===== src/rtl/exc_pkg.sv =====
package exc_pkg;
  localparam int SR_SM  = 0;
  localparam int SR_TEE = 1;
  localparam int SR_IEE = 2;
  localparam int SR_DME = 5;
  localparam int SR_IME = 6;
  localparam int SR_DSX = 13;
  localparam int SR_EPH = 14;

  localparam int CAUSE_TICK    = 5;
  localparam int CAUSE_ILLEGAL = 7;
  localparam int CAUSE_EXT     = 8;
  localparam int CAUSE_SYSCALL = 12;
  localparam int CAUSE_MIN     = 1;
  localparam int CAUSE_MAX     = 14;

  localparam int VEC_SHIFT     = 8;
  localparam int PC_STEP       = 4;
endpackage


===== src/rtl/exc_arbiter.sv =====
module exc_arbiter import exc_pkg::*; #(
  parameter int CAUSE_W = 5
) (
  input  logic               exc_req,
  input  logic [CAUSE_W-1:0] exc_cause,
  input  logic               irq_ext,
  input  logic               irq_tick,
  input  logic               ie,
  input  logic               te,
  output logic               take,
  output logic               unhandled,
  output logic [CAUSE_W-1:0] cause_sel
);
  logic cause_ok;
  assign cause_ok = (exc_cause >= CAUSE_W'(CAUSE_MIN)) &&
                    (exc_cause <= CAUSE_W'(CAUSE_MAX));

  always_comb begin
    take      = 1'b0;
    unhandled = 1'b0;
    cause_sel = '0;
    if (exc_req) begin
      take      = cause_ok;
      unhandled = !cause_ok;
      cause_sel = exc_cause;
    end else if (irq_tick && te) begin
      take      = 1'b1;
      cause_sel = CAUSE_W'(CAUSE_TICK);
    end else if (irq_ext && ie) begin
      take      = 1'b1;
      cause_sel = CAUSE_W'(CAUSE_EXT);
    end
  end
endmodule


===== src/rtl/exc_epc_calc.sv =====
module exc_epc_calc import exc_pkg::*; #(
  parameter int XLEN = 32
) (
  input  logic [XLEN-1:0] pc,
  input  logic            in_delay,
  input  logic            is_syscall,
  output logic [XLEN-1:0] epc
);
  logic [XLEN-1:0] ds_adj;
  always_comb begin
    ds_adj = in_delay ? (pc - XLEN'(PC_STEP)) : pc;
    epc    = is_syscall ? (ds_adj + XLEN'(PC_STEP)) : ds_adj;
  end
endmodule


===== src/rtl/exc_vector_gen.sv =====
module exc_vector_gen import exc_pkg::*; #(
  parameter int XLEN    = 32,
  parameter int CAUSE_W = 5
) (
  input  logic [CAUSE_W-1:0] cause,
  input  logic [XLEN-1:0]    vbase,
  input  logic               vbase_en,
  input  logic               high_vec,
  output logic [XLEN-1:0]    vector
);
  localparam logic [XLEN-1:0] HIGH_PREFIX = {4'hF, {(XLEN-4){1'b0}}};
  logic [XLEN-1:0] base_vec;
  always_comb begin
    base_vec = XLEN'(cause) << VEC_SHIFT;
    vector   = base_vec | (vbase_en ? vbase : '0) | (high_vec ? HIGH_PREFIX : '0);
  end
endmodule


===== src/rtl/exc_entry_ctrl.sv =====
module exc_entry_ctrl import exc_pkg::*; #(
  parameter int XLEN    = 32,
  parameter int CAUSE_W = 5,
  parameter int SR_W    = 16
) (
  input  logic               clk,
  input  logic               rst_n,
  input  logic               exc_req_i,
  input  logic [CAUSE_W-1:0] exc_cause_i,
  input  logic               irq_ext_i,
  input  logic               irq_tick_i,
  input  logic [XLEN-1:0]    pc_i,
  input  logic               delay_slot_i,
  input  logic [XLEN-1:0]    vbase_i,
  input  logic               vbase_en_i,
  input  logic               sr_we_i,
  input  logic [SR_W-1:0]    sr_wdata_i,
  input  logic               resv_set_i,
  input  logic               pm_we_i,
  input  logic [1:0]         pm_wdata_i,
  output logic               redirect_o,
  output logic [XLEN-1:0]    vector_o,
  output logic [CAUSE_W-1:0] taken_cause_o,
  output logic               unhandled_o,
  output logic               tlb_flush_o,
  output logic               dflag_clr_o,
  output logic [XLEN-1:0]    epc_o,
  output logic [SR_W-1:0]    esr_o,
  output logic [XLEN-1:0]    eear_o,
  output logic [SR_W-1:0]    sr_o,
  output logic               resv_valid_o,
  output logic               pm_doze_o,
  output logic               pm_sleep_o
);
  localparam logic [SR_W-1:0] SR_RESET = SR_W'(1) << SR_SM;
  localparam logic [SR_W-1:0] SR_CLR_MASK =
    (SR_W'(1) << SR_DME) | (SR_W'(1) << SR_IME) |
    (SR_W'(1) << SR_IEE) | (SR_W'(1) << SR_TEE) | (SR_W'(1) << SR_DSX);

  logic               take, unh;
  logic [CAUSE_W-1:0] cause_sel;
  logic [XLEN-1:0]    epc_new, vec_new;

  logic               redirect_q, redirect_d, flush_q, flush_d;
  logic               dclr_q, dclr_d, unh_q, unh_d;
  logic [XLEN-1:0]    vec_q, vec_d, epc_q, epc_d, eear_q, eear_d;
  logic [CAUSE_W-1:0] cause_q, cause_d;
  logic [SR_W-1:0]    sr_q, sr_d, esr_q, esr_d;
  logic               resv_q, resv_d, doze_q, doze_d, sleep_q, sleep_d;

  exc_arbiter #(.CAUSE_W(CAUSE_W)) u_arb (
    .exc_req   (exc_req_i),
    .exc_cause (exc_cause_i),
    .irq_ext   (irq_ext_i),
    .irq_tick  (irq_tick_i),
    .ie        (sr_q[SR_IEE]),
    .te        (sr_q[SR_TEE]),
    .take      (take),
    .unhandled (unh),
    .cause_sel (cause_sel)
  );

  exc_epc_calc #(.XLEN(XLEN)) u_epc (
    .pc         (pc_i),
    .in_delay   (delay_slot_i),
    .is_syscall (cause_sel == CAUSE_W'(CAUSE_SYSCALL)),
    .epc        (epc_new)
  );

  exc_vector_gen #(.XLEN(XLEN), .CAUSE_W(CAUSE_W)) u_vec (
    .cause    (cause_sel),
    .vbase    (vbase_i),
    .vbase_en (vbase_en_i),
    .high_vec (sr_q[SR_EPH]),
    .vector   (vec_new)
  );

  always_comb begin
    redirect_d = 1'b0;
    flush_d    = 1'b0;
    dclr_d     = 1'b0;
    unh_d      = unh;
    vec_d      = vec_q;
    cause_d    = cause_q;
    epc_d      = epc_q;
    eear_d     = eear_q;
    esr_d      = esr_q;
    sr_d       = sr_we_i ? sr_wdata_i : sr_q;
    resv_d     = resv_q | resv_set_i;
    doze_d     = pm_we_i ? pm_wdata_i[0] : doze_q;
    sleep_d    = pm_we_i ? pm_wdata_i[1] : sleep_q;
    if (take) begin
      redirect_d = 1'b1;
      flush_d    = 1'b1;
      dclr_d     = delay_slot_i;
      vec_d      = vec_new;
      cause_d    = cause_sel;
      epc_d      = epc_new;
      if (cause_sel == CAUSE_W'(CAUSE_ILLEGAL)) eear_d = pc_i;
      esr_d      = sr_q;
      sr_d       = (sr_q & ~SR_CLR_MASK) | SR_RESET |
                   (delay_slot_i ? (SR_W'(1) << SR_DSX) : '0);
      resv_d     = 1'b0;
      doze_d     = 1'b0;
      sleep_d    = 1'b0;
    end
  end

  always_ff @(posedge clk or negedge rst_n) begin
    if (!rst_n) begin
      redirect_q <= 1'b0;
      flush_q    <= 1'b0;
      dclr_q     <= 1'b0;
      unh_q      <= 1'b0;
      vec_q      <= '0;
      cause_q    <= '0;
      epc_q      <= '0;
      eear_q     <= '0;
      esr_q      <= '0;
      sr_q       <= SR_RESET;
      resv_q     <= 1'b0;
      doze_q     <= 1'b0;
      sleep_q    <= 1'b0;
    end else begin
      redirect_q <= redirect_d;
      flush_q    <= flush_d;
      dclr_q     <= dclr_d;
      unh_q      <= unh_d;
      vec_q      <= vec_d;
      cause_q    <= cause_d;
      epc_q      <= epc_d;
      eear_q     <= eear_d;
      esr_q      <= esr_d;
      sr_q       <= sr_d;
      resv_q     <= resv_d;
      doze_q     <= doze_d;
      sleep_q    <= sleep_d;
    end
  end

  assign redirect_o    = redirect_q;
  assign tlb_flush_o   = flush_q;
  assign dflag_clr_o   = dclr_q;
  assign unhandled_o   = unh_q;
  assign vector_o      = vec_q;
  assign taken_cause_o = cause_q;
  assign epc_o         = epc_q;
  assign eear_o        = eear_q;
  assign esr_o         = esr_q;
  assign sr_o          = sr_q;
  assign resv_valid_o  = resv_q;
  assign pm_doze_o     = doze_q;
  assign pm_sleep_o    = sleep_q;

  assert_sup_on_entry_R6: assert property (@(posedge clk) disable iff (!rst_n)
    redirect_o |-> (sr_o[SR_SM] && !sr_o[SR_IEE] && !sr_o[SR_TEE] &&
                    !sr_o[SR_DME] && !sr_o[SR_IME]));
  assert_esr_copy_R5: assert property (@(posedge clk) disable iff (!rst_n)
    take |=> (esr_o == $past(sr_o)));
  assert_resv_cleared_R11: assert property (@(posedge clk) disable iff (!rst_n)
    redirect_o |-> (!resv_valid_o && !pm_doze_o && !pm_sleep_o));
  assert_unh_no_redirect_R10: assert property (@(posedge clk) disable iff (!rst_n)
    unhandled_o |-> !redirect_o);
  assert_tick_gated_R8: assert property (@(posedge clk) disable iff (!rst_n)
    (!exc_req_i && take && cause_sel == CAUSE_W'(CAUSE_TICK)) |-> sr_o[SR_TEE]);
  assert_ext_gated_R8: assert property (@(posedge clk) disable iff (!rst_n)
    (!exc_req_i && take && cause_sel == CAUSE_W'(CAUSE_EXT)) |->
      (sr_o[SR_IEE] && !(irq_tick_i && sr_o[SR_TEE])));
  assert_sync_first_R9: assert property (@(posedge clk) disable iff (!rst_n)
    exc_req_i |=> (redirect_o ? (taken_cause_o == $past(exc_cause_i)) : unhandled_o));
endmodule


===== config.mk =====
export PLATFORM = sky130hd
export DESIGN_NAME = exc_entry_ctrl
export DESIGN_NICKNAME = d
export VERILOG_FILES = /design/src/rtl/exc_pkg.sv /design/src/rtl/exc_arbiter.sv /design/src/rtl/exc_epc_calc.sv /design/src/rtl/exc_vector_gen.sv /design/src/rtl/exc_entry_ctrl.sv
export SDC_FILE = /design/constraint.sdc
export NUM_CORES = 1
export LEC_CHECK = 0
export BUFFER_PORTS_ARGS = -buffer_cell sky130_fd_sc_hd__buf_2
export CAP_MARGIN = 20
export CORE_ASPECT_RATIO = 1.25
export CORE_UTILIZATION = 55
export DETAILED_ROUTE_END_ITERATION = 10
export GPL_ROUTABILITY_DRIVEN = 0
export GPL_TIMING_DRIVEN = 0
export PLACE_DENSITY = 0.86
export SYNTH_ARGS = -nofsm -noshare
export SYNTH_HDL_FRONTEND = slang
export SYNTH_SLANG_ARGS = --single-unit

===== constraint.sdc =====
create_clock -name clk -period 3.41 [get_ports clk]
set_input_delay 0.341 -clock clk [delete_from_list [all_inputs] [get_ports clk]]
set_output_delay 0.341 -clock clk [all_outputs]
set_load 0.02 [all_outputs]

-- Word-level counts from Yosys, hierarchy flattened
Cells that the tools add are included.
- output and inout bits: 140
- input port bits: 97
- latch bits: 0
- flip-flop bits (word level): 139
- RAM bits: 0
- ROM bits: 0
- word-level logic and storage cells: 50
- memories: 0
- equal/unequal tests: 2
- $lt $le $gt $ge: 2
- multipliers: 0
- div/mod/pow operators: 0
- add/subtract/negate cells: 2
- bitwise operators: 4
- muxes and demuxes: 21
- reductions and logical operators: 7
- shifts and indexed selects: 0
- operators by type and width (kind ; number):
    $mux 32 ; 4
    $add 32x3->32 const B ; 1
    $mux 16 ; 2
    $or 13x32->32 ; 1
    $or 32x32->32 ; 1
    $sub 32x3->32 const B ; 1
    $or 16x14->16 ; 1
    $mux 14 ; 1
    $mux 1 ; 11
    $mux 5 ; 2
    $eq 5x3->1 const B ; 1
    $eq 5x4->1 const B ; 1
    $ge 5x1->1 const B ; 1
    $le 5x4->1 const B ; 1
    $mux 4 ; 1
    $reduce_bool 2->1 ; 2
    $logic_and 1x1->1 ; 3
    $reduce_and 2->1 ; 1
    $logic_not 1->1 ; 1
    $or 1x1->1 ; 1

-- Depth between registers and ports, before layout
Gate-level depths: netlist of run 1.
- depth after elaboration: 6
- depth in mapped cells: 12
- gate-level depth less buffers: 10

-- Hierarchy
Synthesis of run 1 repeated with hierarchy kept, for this count alone.
- cells, all modules: 609
- area, all modules: 7325.8 µm²
- modules (own cells, without submodules) (module ; cells an instance ; area each (µm²) ; instances ; sequential area each (µm²)):
    exc_entry_ctrl ; 307 ; 5307.6 ; 1 ; 3479.6
    exc_epc_calc ; 252 ; 1677.9 ; 1 ; 0.0
    exc_vector_gen ; 35 ; 229.0 ; 1 ; 0.0
    exc_arbiter ; 15 ; 111.4 ; 1 ; 0.0

-- Least setup slack after synthesis of run 1
No wires, ideal clock.
- path type: in2reg
- start: in pc_i[17]
- end: reg epc_q[31], in the netlist epc_o[31]
- required time: 3.341 ns
- arrival: 3.009 ns
- stages: 9
- path buffers: 2
- slack: 0.332 ns
- library setup time: 0.069 ns
- path through: buf_6 -> or4_4 -> or4_4 -> buf_6 -> nor3_1 -> mux2i_1 -> o211ai_1 -> or4_1 -> nand3_1
- word-level cells in the longest chain between the ends: 4
- ends and longest elaborated chain (item ; RTL line ; source):
    from (decl) ; exc_entry_ctrl.sv:12 ; input logic [XLEN-1:0] pc_i,
    $sub 32x3->32 ; exc_epc_calc.sv:11 ; ds_adj = in_delay ? (pc - XLEN'(PC_STEP)) : pc;
    $mux 32 (*) ; exc_epc_calc.sv:11 ;
    $add 32x3->32 ; exc_epc_calc.sv:12 ; epc = is_syscall ? (ds_adj + XLEN'(PC_STEP)) : ds_adj;
    $mux 32 (*) ; exc_epc_calc.sv:12 ;
    to (signal assigned) ; exc_entry_ctrl.sv:131 ; epc_q <= epc_d;
    to (decl) ; exc_entry_ctrl.sv:46 ; logic [XLEN-1:0] vec_q, vec_d, epc_q, epc_d, eear_q, eear_d;
Every way passes the cells marked *; elsewhere a longest branch is shown, timed or not.
A chain may end at the register's enable or synchronous reset.

-- Worst setup path in the final report of run 1
- start: in pc_i[2]
- end: reg epc_q[22], in the netlist epc_o[22]
Same word-level chain as after synthesis.

==> flow_summary_export.csv, run 1 <==
group,metric,value,unit
global_route,first_global_vias,6433,
timing,setup_ws,0.280,ns
global_route,grt_overflow,0,
synthesis,netlist_area,7030,um^2
synthesis,postSynth.asyncResetShare,1.00,
synthesis,synth_top_area_share,0.491,
synthesis,synth_top_family_by_area,"simple AND/OR/NAND/NOR gates",
critical_path,worstPathCellList,"clkbuf_1, inv_1, ha_1, a21oi_1, ha_1, nand4_1, a221oi_2, o21ai_0, nor4_1, xnor2_1, o21ai_0",
global_route,grt_max_degree,99,
placement,detailed_place.area,8380,um^2
global_route,track_usage,0.322,
clock_network,max-clock-path-buffers,2,
final_layout,fillers,951,
synthesis,synth_area_leader_cell,"dfrtp_1",
clock_network,numCtsBuffers,17,
timing,fmax,319,MHz
critical_path,cp_slowest_cell,"nor4_1",
synthesis,synth.distinct_cells,59,
synthesis,netlist_top_cells_count,"nand2_1 (163), dfrtp_1 (138), nand3_1 (46), mux2_2 (43)",
final_layout,n_antenna_cell,0,
floorplan,ios,237,
synthesis,synth_area_leaders,"dfrtp_1 (49%), nand2_1 (8.7%), mux2_2 (6.9%)",
timing,fin_skew,0.00698,ns
clock_network,cts_htree_levels,4,
timing,hold_violations,0,
timing,tightest_slew,0.867,ns
clock_network,cts_tree,"yes",
global_route,grt_first_pass_wirelength,32200,um
synthesis,ys_seq_elements,139,
power_and_ir_drop,peakVddDrop,0.309,mV
final_layout,final_area,9070,um^2
floorplan,coreArea,12300,um^2
floorplan,start_util,0.572,
synthesis,yosysMostFrequentCell,"nand2_1",
power_and_ir_drop,p_per_area,592,nW/um^2
synthesis,synth.area.mux_share,0.0860,
synthesis,synthCells,737,
critical_path,crit_fanout,10,
timing,slew_headroom,0.418,
final_layout,nets,1082,
critical_path,required,3.68,ns
final_layout,fin_util,0.739,
route,postRouteAntennaNets,0,
final_layout,layout-drive-gt1-share,0.326,
floorplan,design.die.area,13200,um^2
clock_network,path_clk_slew,0.06,ns
synthesis,synth_edf_count,0,
clock_network,cts-root-buf,"clkbuf_16",
floorplan,die_h,128,um
flow_run,maxCapViolations,0,
route,finalWirelength,20600,um
route,vias,6591,
clock_network,clock_sinks,139,
timing,finalCritPeriodShare,0.918,
synthesis,avgSynthCellArea,9.53,um^2
route,vias_per_cell,5.68,
timing,drv_slew,0,
final_layout,final_cells,1160,
synthesis,synth-xor-area-share,0.0411,
critical_path,worst_setup_path_end_kind,"flop",
global_route,antenna_found_initial,0,
synthesis,synthSimpleGateAreaFrac,0.244,
critical_path,max_stage_delay,0.49,ns
route,drc,0,
route,firstDrtPassIters,5,
route,wire_per_inst,17.7,um
synthesis,yosysSeqAreaShare,0.495,
synthesis,synthAdderAreaFrac,0.00356,
clock_network,clock_latency,0.42,ns
min_path,hp-class,"in2reg",
critical_path,worst_setup_path_start_kind,"primary input",
route,drtIter0Drc,352,
synthesis,synth_nets,836,
synthesis,synth_compound_area_frac,0.0924,
floorplan,die_w,103,um
timing,layout_min_cycle_time,3.13,ns
floorplan,rows,45,
timing,rsz0062_at_grt,"no",
power_and_ir_drop,leakage,4.41,nW
synthesis,yosysWarnings,0,
placement,dp_slack,-0.285,ns
placement,dpl.hpwl,15300,um
timing,setup_viol,0,
placement,dpl.cell_count,1125,
run_status,status,"finished clean",
final_layout,syn_to_final_growth,29.0,%
critical_path,crit_type,"in2reg",
synthesis,synth_ff_type,"dfrtp_1",
placement,port_buffers,223,
critical_path,critPathArrivalTime,3.40,ns
==> critical path, delay by kind of cell <==
kind | cells | cell delay, ns
AOI/OAI and AO/OA | 4 | 1.08
and+or+nand+nor | 2 | 0.72
adders and majority gates | 2 | 0.55
buffers and inverters | 2 | 0.49
xor gates and xnor gates | 1 | 0.20
==> layout by cell type, fill, tap and decap left out, types with 5 or more instances in the layout <==
cell type,Yosys,routed
clkbuf_16,0,17
xor2_1,12,12
a21oi_1,12,12
buf_1,8,8
buf_2,0,222
mux2_2,43,43
clkbuf_1,39,40
inv_1,6,6
or3_1,10,10
nand4_1,12,12
nand3_1,46,46
nor2_1,39,39
nor4_2,4,5
o21ai_0,35,35
nor3_1,10,10
mux2i_1,12,12
and2_1,8,8
o211ai_1,7,7
xnor2_1,21,20
buf_4,4,6
o31ai_1,7,7
dfrtp_1,138,138
nand2_1,163,163
nor4_1,17,16
or4_1,12,12
a31oi_1,5,5
==> sequential cells by signal, summed over array words and instances, names as in the netlist <==
signal         flops
epc_o             32
pm_sleep_o         1
esr_o             16
tlb_flush_o        1
pm_doze_o          1
dflag_clr_o        1
resv_valid_o       1
eear_o            32
unhandled_o        1
sr_o              16
taken_cause_o      5
vector_o          32
==> worst paths after layout <==
check	from	endpoint	slack, ns	cells after the start
worst max-delay path	pc_i[2]	epc_o[22]$_DFFE_PN0P_	0.28	11
worst min-delay path	pc_i[1]	epc_o[1]$_DFFE_PN0P_	0.14	3
worst max register to register	sr_o[1]$_DFFE_PN0P_	vector_o[26]$_DFFE_PN0P_	0.42	8
worst min register to register	vector_o[14]$_DFFE_PN0P_	vector_o[14]$_DFFE_PN0P_	0.46	2
max in group asynchronous	rst_n	epc_o[13]$_DFFE_PN0P_	2.20	3
min in group asynchronous	rst_n	vector_o[7]$_DFFE_PN0P_	0.41	2
==> per-stage QoR <==
| stage | TNS (ns) | total power [mW] | hold slack (ns) |
|---|---|---|---|
| 3_5_place_dp | -1.71 | 3.40 | 0.278 |
| 3_3_place_gp | -0.927 | 3.36 | 0.445 |
| 2_1_floorplan | 0 | 2.86 | 0.0454 |
| 6_report | 0 | 5.36 | 0.137 |
| 5_1_grt | 0 | 5.60 | 0.151 |
| 4_1_cts | 0 | 5.37 | 0.125 |
==> area by class of cell <==
class                   instances  area (um^2)  area share
clock inverters                13          189      0.0208
repair buffers                227         1170       0.130
inverters                       6         22.5     0.00248
plain buffers                  54          240      0.0265
multi-input cells             538         3310       0.365
well taps                     164          205      0.0226
clock buffers                  19          443      0.0489
flip-flops and latches        139         3480       0.384
==> per-layer routing <==
metal  routed length [um]  vias to the layer above  track usage
li1                     -                     3094            -
met1                 7760                     3166        0.361
met2                10600                      271        0.560
met3                 1400                       60       0.0771
met4                  801                        0        0.171
met5                    0                        -            0
==> cells by family (layout without fill, tap and decap cells) <==
group                      after synthesis  in the layout
and+or+nand+nor                        349            349
DFF                                    139            139
AOI/OAI and AO/OA                       99             99
buffers and inverters                   60            319
muxes                                   55             55
xor gates and xnor gates                33             33
adders and majority gates                2              2
==> what timing repair did <==
item,4_1_cts,5_1_grt
endpoints found under the hold margin,41,0
hold buffers,1,0
setup buffers,0,2
resized for setup,0,4
setup endpoints to repair,0,8
==> power by group <==
part | total [mW] | switching [mW] | internal, mW
combinational | 1.31 | 0.862 | 0.450
clock | 1.98 | 0.729 | 1.25
sequential | 2.07 | 0.146 | 1.93
total | 5.36 | 1.74 | 3.63
No activity file was read; power rests on OpenSTA's default activity.
==> run 2: changes to the inputs <==
==> constraint.sdc (replaced) <==
create_clock -name clk -period 3.7 [get_ports clk]
set_input_delay 0.37 -clock clk [delete_from_list [all_inputs] [get_ports clk]]
set_output_delay 0.37 -clock clk [all_outputs]
set_load 0.02 [all_outputs]
==> run 2 against run 1 <==
Worst hold slack improved by 0.028 ns. Sequential share of layout area rose by 0.18 points. Die area did not move. Global-route usage did not move. Via count barely moved. Clock power fell by 8%. Clock skew barely moved. Power fell by 7.9%.
==> flow_summary_export.csv, run 2 (synthesis gave the netlist of run 1 again) <==
group,metric,value,unit
run_status,status,"finished clean",
floorplan,rows,45,
timing,hold_violations,0,
clock_network,cts_resized,0,
route,drc,0,
floorplan,coreArea,12300,um^2
power_and_ir_drop,p_int,3.34,mW
clock_network,path_clk_slew,0.06,ns
power_and_ir_drop,p_sw_frac,0.324,
final_layout,multi_input_area,3280,um^2
final_layout,seq_area,3480,um^2
route,wire_per_inst,17.7,um
timing,fmax,291,MHz
route,vias_per_cell,5.70,
timing,finalCritPeriodShare,0.928,
final_layout,layout_common_cells,"buf_2 (222), nand2_1 (163), dfrtp_1 (138)",
floorplan,die_w,103,um
clock_network,clock_sinks,139,
critical_path,crit_fanout,10,
power_and_ir_drop,combPwrFrac,0.244,
global_route,grt_overflow,0,
route,vias,6597,
critical_path,crit_type,"in2reg",
clock_network,cts_tree,"yes",
final_layout,n_antenna_cell,0,
clock_network,cts_htree_levels,4,
timing,slew_headroom,0.415,
floorplan,die_h,128,um
timing,fin_skew,0.00692,ns
clock_network,max-clock-path-buffers,2,
clock_network,numCtsBuffers,17,
global_route,grt_first_pass_wirelength,32200,um
floorplan,start_util,0.572,
global_route,track_usage,0.322,
timing,rsz0062_at_grt,"no",
power_and_ir_drop,p_per_area,547,nW/um^2
timing,tightest_slew,0.871,ns
clock_network,clock_latency,0.42,ns
floorplan,design.die.area,13200,um^2
flow_run,maxCapViolations,0,
final_layout,syn_to_final_growth,28.4,%
critical_path,critPathArrivalTime,3.70,ns
critical_path,worst_setup_path_start_kind,"primary input",
timing,holdWs,0.165,ns
final_layout,layout-drive-gt1-share,0.321,
power_and_ir_drop,peakVddDrop,0.285,mV
timing,setup_viol,0,
final_layout,final_common_cell,"buf_2",
placement,dpl.hpwl,15300,um
power_and_ir_drop,clock_power_share,0.369,
power_and_ir_drop,finalPower,4.94,mW
final_layout,nets,1080,
placement,port_buffers,223,
critical_path,worst_setup_path_end_kind,"flop",
placement,dp_slack,-0.0242,ns
final_layout,fillers,959,
power_and_ir_drop,seq_power_share,0.387,
global_route,first_global_vias,6433,
timing,fin_tns_setup,0,ns
route,firstDrtPassIters,5,
global_route,antenna_found_initial,0,
timing,setup_ws,0.267,ns
route,postRouteAntennaNets,0,
power_and_ir_drop,switching_power,1.60,mW
min_path,hp-class,"in2reg",
timing,drv_slew,0,
route,finalWirelength,20500,um
power_and_ir_drop,leakage,4.40,nW
global_route,grt_max_degree,99,
timing,layout_min_cycle_time,3.43,ns
critical_path,required,3.97,ns
floorplan,ios,237,
route,drtIter0Drc,373,
clock_network,cts-root-buf,"clkbuf_16",
==> run 2: cell types whose count changed in the layout (fill, tap and decap cells not counted), sizes merged <==
cell | previous run | this run
buf | 241 | 239
==> run 2: repair_timing <==
action,4_1_cts,5_1_grt
endpoints found under the hold margin,41,0
setup endpoints to repair,0,0
buffers inserted,0,0
hold buffers,1,0
==> run 2: final timing paths <==
check	slack, ns	to	startpoint	cells past startpoint
worst max-delay path	0.27	epc_o[22]$_DFFE_PN0P_	pc_i[2]	11
worst min-delay path	0.16	epc_o[1]$_DFFE_PN0P_	pc_i[1]	3
worst max register to register	0.72	vector_o[26]$_DFFE_PN0P_	sr_o[1]$_DFFE_PN0P_	8
worst min register to register	0.46	vector_o[14]$_DFFE_PN0P_	vector_o[14]$_DFFE_PN0P_	2
max in group asynchronous	2.46	epc_o[5]$_DFFE_PN0P_	rst_n	3
min in group asynchronous	0.44	vector_o[7]$_DFFE_PN0P_	rst_n	2
==> run 2: metrics by stage <==
stage / cells / utilization / cell area, um^2
6_report: 1158 / 0.735 / 9020
5_1_grt: 1158 / 0.735 / 9020
4_1_cts: 1158 / 0.735 / 9020
3_5_place_dp: 1125 / 0.683 / 8380
3_3_place_gp: 1124 / 0.680 / 8350
2_1_floorplan: 737 / - / 7030
==> run 2: cell type report <==
cell class,count,share of cell area
Sequential cell,139,0.386
Multi-Input combinational cell,538,0.364
Timing Repair Buffer,225,0.129
Clock buffer,19,0.0491
Buffer,54,0.0266
Tap cell,164,0.0227
Clock inverter,13,0.0209
Inverter,6,0.00250
==> run 2: per-layer routing <==
metal  share of wire  wire (um)  track usage  up-vias
li1                -          -            -     3092
met1            0.38       7780        0.361     3168
met2            0.51      10500        0.560      275
met3           0.068       1390       0.0771       62
met4           0.040        825        0.171        0
met5               0          0            0        -
==> run 2: power by group through the flow <==
stage / clock (mW) / sequential [mW] / combinational (mW)
final: 1.82 / 1.91 / 1.21
after global routing: 1.91 / 1.94 / 1.31
after CTS: 1.83 / 1.91 / 1.21
after detailed placement: 0 / 1.93 / 1.20
after global placement: 0 / 1.92 / 1.17
after floorplan: 0 / 2.25 / 0.385
==> run 2: worst max-delay path: stages <==
cell and delay [ns]:
clkbuf_1 0.36, inv_1 0.13, ha_1 0.36, a21oi_1 0.24, ha_1 0.19, nand4_1 0.22, a221oi_1 0.67, o21ai_0 0.35
nor4_1 0.51, xnor2_1 0.20, o21ai_0 0.10
==> run 3: changes to the inputs <==
--- a/config.mk
+++ b/config.mk
@@ -8,11 +8,13 @@
 export BUFFER_PORTS_ARGS = -buffer_cell sky130_fd_sc_hd__buf_2
 export CAP_MARGIN = 20
 export CORE_ASPECT_RATIO = 1.25
-export CORE_UTILIZATION = 55
+export CORE_UTILIZATION = 56
+export CTS_BUF_LIST = sky130_fd_sc_hd__clkbuf_4
 export DETAILED_ROUTE_END_ITERATION = 10
 export GPL_ROUTABILITY_DRIVEN = 0
 export GPL_TIMING_DRIVEN = 0
-export PLACE_DENSITY = 0.86
+export PLACE_DENSITY = 0.88
+export SKIP_LAST_GASP = 1
 export SYNTH_ARGS = -nofsm -noshare
 export SYNTH_HDL_FRONTEND = slang
 export SYNTH_SLANG_ARGS = --single-unit
==> run 3 against run 2 <==
Final area down 3.3%. Worst setup slack better by 0.13 ns. Flip-flop and latch count unchanged. First-iteration DRC count down 21%. Combinational power about the same. Power down 14%. Utilization down 1.8 points. Clock power down 38%. Die area down 1.7%. Cell count up 0.17%. Non-clock buffer count unchanged. Fmax up 3.8%. Critical endpoint is now epc_o[28]$_DFFE_PN0P_. Largest cell class unchanged. Highest routed layer unchanged.
==> flow_summary_export.csv, run 3 (synthesis gave the netlist of run 1 again) <==
group,metric,value,unit
run_status,status,"finished clean",
clock_network,max-clock-path-buffers,2,
timing,hold_violations,0,
clock_network,post_cts_buffers,0,
min_path,hp-class,"in2reg",
global_route,grt_overflow,0,
global_route,grt_first_pass_wirelength,31000,um
critical_path,r2r_setup_slack,0.65,ns
global_route,grt_max_degree,90,
final_layout,syn_to_final_growth,24.2,%
power_and_ir_drop,p_int,2.73,mW
timing,setup_viol,0,
timing,drv_slew,0,
power_and_ir_drop,clock_power_share,0.265,
floorplan,ios,237,
route,vias,6686,
timing,fin_skew,0.0182,ns
critical_path,required,4.11,ns
floorplan,start_util,0.578,
clock_network,cts_resized,0,
clock_network,cts-root-buf,"clkbuf_4",
floorplan,die_w,102,um
critical_path,crit_type,"in2reg",
clock_network,path_clk_slew,0.13,ns
placement,detailed_place.area,8380,um^2
final_layout,layout_common_cells,"buf_2 (222), nand2_1 (163), dfrtp_1 (138)",
critical_path,worst_setup_path_end_kind,"flop",
clock_network,clock_sinks,139,
power_and_ir_drop,switching_power,1.50,mW
timing,finalCritPeriodShare,0.893,
power_and_ir_drop,combPwrFrac,0.284,
power_and_ir_drop,finalPower,4.23,mW
floorplan,design.die.area,13000,um^2
route,wire_per_inst,17.4,um
final_layout,nets,1080,
power_and_ir_drop,peakVddDrop,0.221,mV
critical_path,crit_fanout,10,
placement,port_buffers,223,
power_and_ir_drop,p_sw_frac,0.354,
flow_run,maxCapViolations,0,
final_layout,fin_util,0.718,
route,postRouteAntennaNets,0,
power_and_ir_drop,p_per_area,485,nW/um^2
final_layout,layout-drive-gt1-share,0.322,
route,drtIter0Drc,294,
clock_network,cts_hold_buf,1,
final_layout,final_area,8730,um^2
timing,fmax,303,MHz
route,vias_per_cell,5.76,
clock_network,clock_latency,0.54,ns
clock_network,cts_htree_levels,4,
placement,dp_slack,0.0274,ns
global_route,track_usage,0.314,
timing,layout_min_cycle_time,3.31,ns
floorplan,coreArea,12200,um^2
critical_path,critPathArrivalTime,3.72,ns
placement,dpl.hpwl,15400,um
route,finalWirelength,20200,um
clock_network,numCtsBuffers,17,
global_route,first_global_vias,6331,
floorplan,die_h,127,um
floorplan,rows,45,
clock_network,cts_tree,"yes",
timing,rsz0062_at_grt,"no",
timing,setup_ws,0.395,ns
route,firstDrtPassIters,5,
timing,fin_tns_setup,0,ns
timing,slew_headroom,0.387,
timing,tightest_slew,0.913,ns
route,drc,0,
power_and_ir_drop,leakage,4.27,nW
global_route,antenna_found_initial,2,
critical_path,worst_setup_path_start_kind,"primary input",
power_and_ir_drop,seq_power_share,0.451,
final_layout,final_common_cell,"buf_2",
## run 3: cell count changes in the layout (fill, tap and decap cells not counted), moves of 2 or more
cell / change
clkinv_4: +2
clkbuf_16: -17
diode_2: +2
clkbuf_4: +18
## run 3: worst paths after layout
| check | start | end | cells after the start |
|---|---|---|---|
| max in group asynchronous | rst_n | epc_o[15]$_DFFE_PN0P_ | 3 |
| setup reg to reg | sr_o[1]$_DFFE_PN0P_ | vector_o[24]$_DFFE_PN0P_ | 8 |
| hold reg to reg | vector_o[0]$_DFFE_PN0P_ | vector_o[0]$_DFFE_PN0P_ | 2 |
| hold / removal | pc_i[0] | epc_o[0]$_DFFE_PN0P_ | 3 |
| setup / recovery | pc_i[2] | epc_o[28]$_DFFE_PN0P_ | 11 |
| min in group asynchronous | rst_n | vector_o[15]$_DFFE_PN0P_ | 2 |
## run 3: critical path, stage by stage
cell	delay (ns)
clkbuf_1	0.34
inv_1	0.12
ha_1	0.34
a21oi_1	0.23
ha_1	0.18
nand4_1	0.22
a221oi_1	0.71
o21ai_0	0.36
nor3_1	0.49
a311o_1	0.26
o211ai_1	0.08
## run 3: metrics by stage
stage / hold slack [ns] / std cells
2_1_floorplan: 0.0744 / 737
3_3_place_gp: 0.444 / 1124
6_report: 0.0240 / 1160
3_5_place_dp: 0.345 / 1125
4_1_cts: 0.00199 / 1158
5_1_grt: 0.0201 / 1160
## run 3: power by group through the flow
stage               Combinational [mW]  Clock (mW)  Sequential [mW]
floorplan                        0.385           0             2.25
global placement                  1.17           0             1.92
detailed placement                1.20           0             1.94
CTS                               1.21        1.13             1.91
global route                      1.30        1.20             1.94
finish                            1.20        1.12             1.91
## run 3: area by class of cell
cell class	instances	area [um^2]
Fill cell	964	3430
Tap cell	164	205
Antenna cell	2	5.00
Buffer	54	240
Clock buffer	18	135
Sequential cell	139	3480
Clock inverter	14	195
Multi-Input combinational cell	538	3280
Timing Repair Buffer	225	1160
Inverter	6	22.5
## run 3: metal layers
metal	up-vias	part of all wire	track usage
met5	-	0	0
met4	0	0.048	0.188
met3	80	0.078	0.0799
met2	305	0.50	0.540
met1	3202	0.37	0.343
li1	3099	-	-
